### src/rtl/div7_pkg.sv
package div7_pkg;

    typedef enum logic {
        DUTY_SINGLE   = 1'b0,
        DUTY_BALANCED = 1'b1
    } duty_shape_e;

    localparam int unsigned DIV_RATIO_DEF  = 7;
    localparam int unsigned HIGH_COUNT_DEF = 3;

    typedef struct packed {
        logic        rise_lvl;
        duty_shape_e shape;
    } level_state_t;

    function automatic int unsigned cnt_width(input int unsigned ratio);
        return (ratio <= 2) ? 1 : $clog2(ratio);
    endfunction

endpackage

### src/rtl/div7_phase_counter.sv
module div7_phase_counter #(
    parameter int unsigned RATIO = div7_pkg::DIV_RATIO_DEF,
    parameter int unsigned CW    = div7_pkg::cnt_width(RATIO)
) (
    input  logic          clk_in,
    input  logic          rst,
    output logic [CW-1:0] phase,
    output logic [CW-1:0] phase_nxt
);
    localparam logic [CW-1:0] LAST = CW'(RATIO - 1);

    always_comb begin
        if (phase == LAST) begin
            phase_nxt = '0;
        end else begin
            phase_nxt = phase + 1'b1;
        end
    end

    always_ff @(posedge clk_in or posedge rst) begin
        if (rst) begin
            phase <= LAST;
        end else begin
            phase <= phase_nxt;
        end
    end
endmodule

### src/rtl/div7_level_gen.sv
module div7_level_gen
    import div7_pkg::*;
#(
    parameter int unsigned HIGH_COUNT = HIGH_COUNT_DEF,
    parameter int unsigned CW         = 3
) (
    input  logic          clk_in,
    input  logic          rst,
    input  logic [CW-1:0] phase_nxt,
    input  logic          duty_sel,
    output level_state_t  state_q
);
    localparam logic [CW-1:0] HIGH_LIM = CW'(HIGH_COUNT);

    level_state_t state_d;

    always_comb begin
        state_d          = state_q;
        state_d.rise_lvl = (phase_nxt < HIGH_LIM);
        if (phase_nxt == '0) begin
            state_d.shape = duty_shape_e'(duty_sel);
        end
    end

    always_ff @(posedge clk_in or posedge rst) begin
        if (rst) begin
            state_q <= '{rise_lvl: 1'b0, shape: DUTY_SINGLE};
        end else begin
            state_q <= state_d;
        end
    end
endmodule

### src/rtl/div7_half_stretch.sv
module div7_half_stretch
    import div7_pkg::*;
(
    input  logic        clk_in,
    input  logic        rst,
    input  logic        rise_lvl,
    input  duty_shape_e shape,
    output logic        fall_lvl
);
    always_ff @(negedge clk_in or posedge rst) begin
        if (rst) begin
            fall_lvl <= 1'b0;
        end else begin
            fall_lvl <= rise_lvl && (shape == DUTY_BALANCED);
        end
    end
endmodule

### src/rtl/div7_clkgen.sv
module div7_clkgen
    import div7_pkg::*;
#(
    parameter int unsigned RATIO      = DIV_RATIO_DEF,
    parameter int unsigned HIGH_COUNT = HIGH_COUNT_DEF
) (
    input  logic clk_in,
    input  logic rst,
    input  logic duty_sel,
    output logic clk_out
);
    localparam int unsigned CW = cnt_width(RATIO);

    logic [CW-1:0] phase;
    logic [CW-1:0] phase_nxt;
    level_state_t  lvl_q;
    logic          fall_lvl;

    div7_phase_counter #(.RATIO(RATIO), .CW(CW)) u_cnt (
        .clk_in    (clk_in),
        .rst       (rst),
        .phase     (phase),
        .phase_nxt (phase_nxt)
    );

    div7_level_gen #(.HIGH_COUNT(HIGH_COUNT), .CW(CW)) u_lvl (
        .clk_in    (clk_in),
        .rst       (rst),
        .phase_nxt (phase_nxt),
        .duty_sel  (duty_sel),
        .state_q   (lvl_q)
    );

    div7_half_stretch u_str (
        .clk_in   (clk_in),
        .rst      (rst),
        .rise_lvl (lvl_q.rise_lvl),
        .shape    (lvl_q.shape),
        .fall_lvl (fall_lvl)
    );

    assign clk_out = lvl_q.rise_lvl | fall_lvl;
endmodule

### config.mk
export PLATFORM = sky130hd
export DESIGN_NAME = div7_clkgen
export DESIGN_NICKNAME = d
export VERILOG_FILES = /design/src/rtl/div7_pkg.sv /design/src/rtl/div7_phase_counter.sv /design/src/rtl/div7_level_gen.sv /design/src/rtl/div7_half_stretch.sv /design/src/rtl/div7_clkgen.sv
export SDC_FILE = /design/constraint.sdc
export NUM_CORES = 1
export LEC_CHECK = 0
export BUFFER_PORTS_ARGS = -buffer_cell sky130_fd_sc_hd__buf_2
export CORE_AREA = 2 2 39 41
export DETAILED_ROUTE_END_ITERATION = 16
export DIE_AREA = 0 0 41 43
export SLEW_MARGIN = 40
export SYNTH_ARGS = -nofsm -noshare
export SYNTH_HDL_FRONTEND = slang
export SYNTH_SLANG_ARGS = --single-unit
### constraint.sdc
create_clock -name clk_in -period 0.9 [get_ports clk_in]
set_input_delay 0.18 -clock clk_in [delete_from_list [all_inputs] [get_ports clk_in]]
set_output_delay 0.18 -clock clk_in [all_outputs]
set_load 0.005 [all_outputs]
==> flow_metrics.py <==
metrics = {
    "route": {
        "wl_met1_um": 189,
        "ant_nets": 0,
        "wl_per_cell_um": 9.082,
        "firstDrtPassIters": 4,
        "dr_wl_met3_um": 33,
        "dr_total_vias": 185,
        "via_per_inst": 3.776,
        "met2WireLength_um": 222,
        "totalWireLength_um": 445,
        "drcViolationCount": 0,
        "highest_layer": "met3",
        "drt-initial-drc-count": 3,
    },
    "setup_path": {
        "start_kind": "flip-flop",
        "critical_path_required_ns": 0.72,
        "reg2reg_slack_ns": -0.22,
        "path_class": "reg2out",
        "critPathArrivalTime_ns": 1.36,
        "crit_path_end_kind": "output port",
        "critPathMaxFanout": 1,
    },
    "timing": {
        "finClkSkew_ns": 0.01102,
        "setup_ws_ns": -0.6359,
        "grt_setup_unrepaired": "true",
        "hold_viol": 0,
        "tightest_slew_ns": 0.1258,
        "drv_slew": 0,
        "max-slew-margin-rel": 0.9138,
        "holdWs_ns": 0.1704,
        "setup_violations": 6,
    },
    "floorplanning": {
        "die_h_um": 43,
        "ios": 4,
        "core-area_mm2": 0.001384,
        "dieArea_mm2": 0.001763,
        "fp-row-count": 14,
        "start_util": 0.1682,
        "die_w_um": 41,
    },
    "global_routing": {
        "antenna_found_initial": 0,
        "first_global_vias": 166,
        "grt_pass1_wl_um": 676,
        "grt_max_degree": 6,
        "track_usage": 0.06566,
        "gr-total-overflow": 0,
    },
    "clock_network": {
        "worstSkewPairLatency_ns": 0.26,
        "clkSinkCount": 6,
        "cts_root_buffer": "clkbuf_4",
        "cts_tree": "built",
        "cts_max_level": 1,
        "clkSlewWorstSetupHoldPaths_ns": 0.05,
        "clockBufferDepth": 2,
        "tritoncts.num_buffers": 3,
    },
    "cells_and_area": {
        "insertedDiodeCount": 0,
        "fin_area_um2": 391.6,
        "final_cells": 49,
        "final_common_cell": "buf_4",
        "drive_gt1_frac": 0.6364,
        "fin_nets": 37,
        "seq_area_um2": 152.6,
        "multi_input_area_um2": 93.84,
        "area_growth_pct": 68.28,
        "final_cell_mix": "buf_4, clkbuf_4, buf_6, dfrtp_1",
        "fillerInstances": 146,
    },
    "placement": {
        "dp_cells": 41,
        "place_area_um2": 300.3,
        "globalplace.congestion": 0.7592,
        "port-buffer-count": 3,
        "dp_hpwl_um": 259,
    },
    "power_and_ir_drop": {
        "peakVddDrop_mv": 0.7374,
        "total_power_mw": 0.5723,
        "leakage_nw": 0.1803,
        "powerDensity_mw_per_mm2": 1461,
    },
    "yosys": {
        "ys_ff_latch": 6,
        "avgSynthCellArea_um2": 12.93,
        "synth.area.top_cells": "dfrtp_1, dfstp_2, dfrtn_1",
        "syn_nets": 21,
        "yosys_warnings": 0,
        "synth_cells": 18,
        "synth_top_area_cell": "dfrtp_1",
        "ys_seq_area_frac": 0.6559,
        "syn_area_um2": 232.7,
        "synth_top_cell_area_share": 0.3226,
        "synth_cell_types": 12,
    },
    "job": {
        "cap_violations": 0,
    },
    "outcome": {
        "failed_checks": "setup timing",
        "status": "finished, violations left",
    },
    "hold_path": {
        "hp-class": "in2reg",
    },
}
==> sequential cells by signal, summed over array words and instances (netlist names) <==
signal	count
u_cnt.phase	3
u_lvl.state_q	2
u_str.fall_lvl	1
==> power by group <==
group / switching [mW] / total (mW) / leakage, nW / internal, mW
Clock: 0.101 / 0.269 / 0.0150 / 0.168
Combinational: 0.00979 / 0.0281 / 0.0954 / 0.0183
Sequential: 0.00112 / 0.275 / 0.0699 / 0.274
==> cells by family after synthesis <==
group / share of synthesized area
AOI/OAI and AO/OA: 0.04297
buffers and inverters: 0.03227
DFF: 0.6559
muxes: 0.1075
and+or+nand+nor: 0.1613
==> worst paths after layout <==
check,cells after the start,end,start
setup / recovery,2,clk_out,u_str.fall_lvl$_DFF_NP0_
hold / removal,2,u_lvl.state_q[0]$_DFFE_PP0N_,duty_sel
setup reg to reg,1,u_str.fall_lvl$_DFF_NP0_,u_lvl.state_q[0]$_DFFE_PP0N_
hold reg to reg,1,u_cnt.phase[0]$_DFF_PP0_,u_cnt.phase[0]$_DFF_PP0_
max in group asynchronous,3,u_str.fall_lvl$_DFF_NP0_,rst
min in group asynchronous,4,u_lvl.state_q[0]$_DFFE_PP0N_,rst
==> cell type report <==
| class | count | area share |
|---|---|---|
| multi-input cells | 10 | 0.2396 |
| well taps | 16 | 0.05112 |
| clock buffers | 4 | 0.06709 |
| inverters | 2 | 0.01917 |
| flip-flops and latches | 6 | 0.3898 |
| repair buffers | 11 | 0.2332 |
==> layer usage <==
layer | GRT usage | vias to the layer above
met3 | 0.07853 | 0
li1 | - | 86
met5 | 0 | -
met1 | 0.07213 | 91
met4 | 0.04000 | 0
met2 | 0.06875 | 8
==> timing repair <==
action,4_1_cts,5_1_grt
resized for setup,4,2
pin swaps,1,1
setup buffers,1,2
endpoints found under the setup margin,6,6
hold buffers,1,0
cloned,0,0
endpoints found under the hold margin,3,0
==> cells in the mapped netlist <==
| cell | n |
|---|---|
| or2_2 | 1 |
| inv_1 | 2 |
| mux2i_1 | 1 |
| dfrtn_1 | 1 |
| o21ai_1 | 1 |
| dfstp_2 | 2 |
| mux2_4 | 1 |
| a21oi_1 | 1 |
| nand2b_1 | 2 |
| nand2_2 | 1 |
| and2_1 | 2 |
| dfrtp_1 | 3 |
==> critical path, cell delays in order, from the launching register on <==
cell and delay [ns]:
dfrtn_1 0.32, or2_4 0.22, buf_6 0.11
==> metrics by stage <==
step / setup WS, ns / TNS, ns / utilization
2_1_floorplan: -0.2515 / -0.5362 / -
5_1_grt: -0.6680 / -1.284 / 0.2830
6_report: -0.6359 / -1.121 / 0.2830
3_5_place_dp: -0.3704 / -0.7763 / 0.2170
3_3_place_gp: -0.3650 / -0.7362 / 0.2170
4_1_cts: -0.6512 / -1.081 / 0.2640
Power figures use the tool's default switching activity.
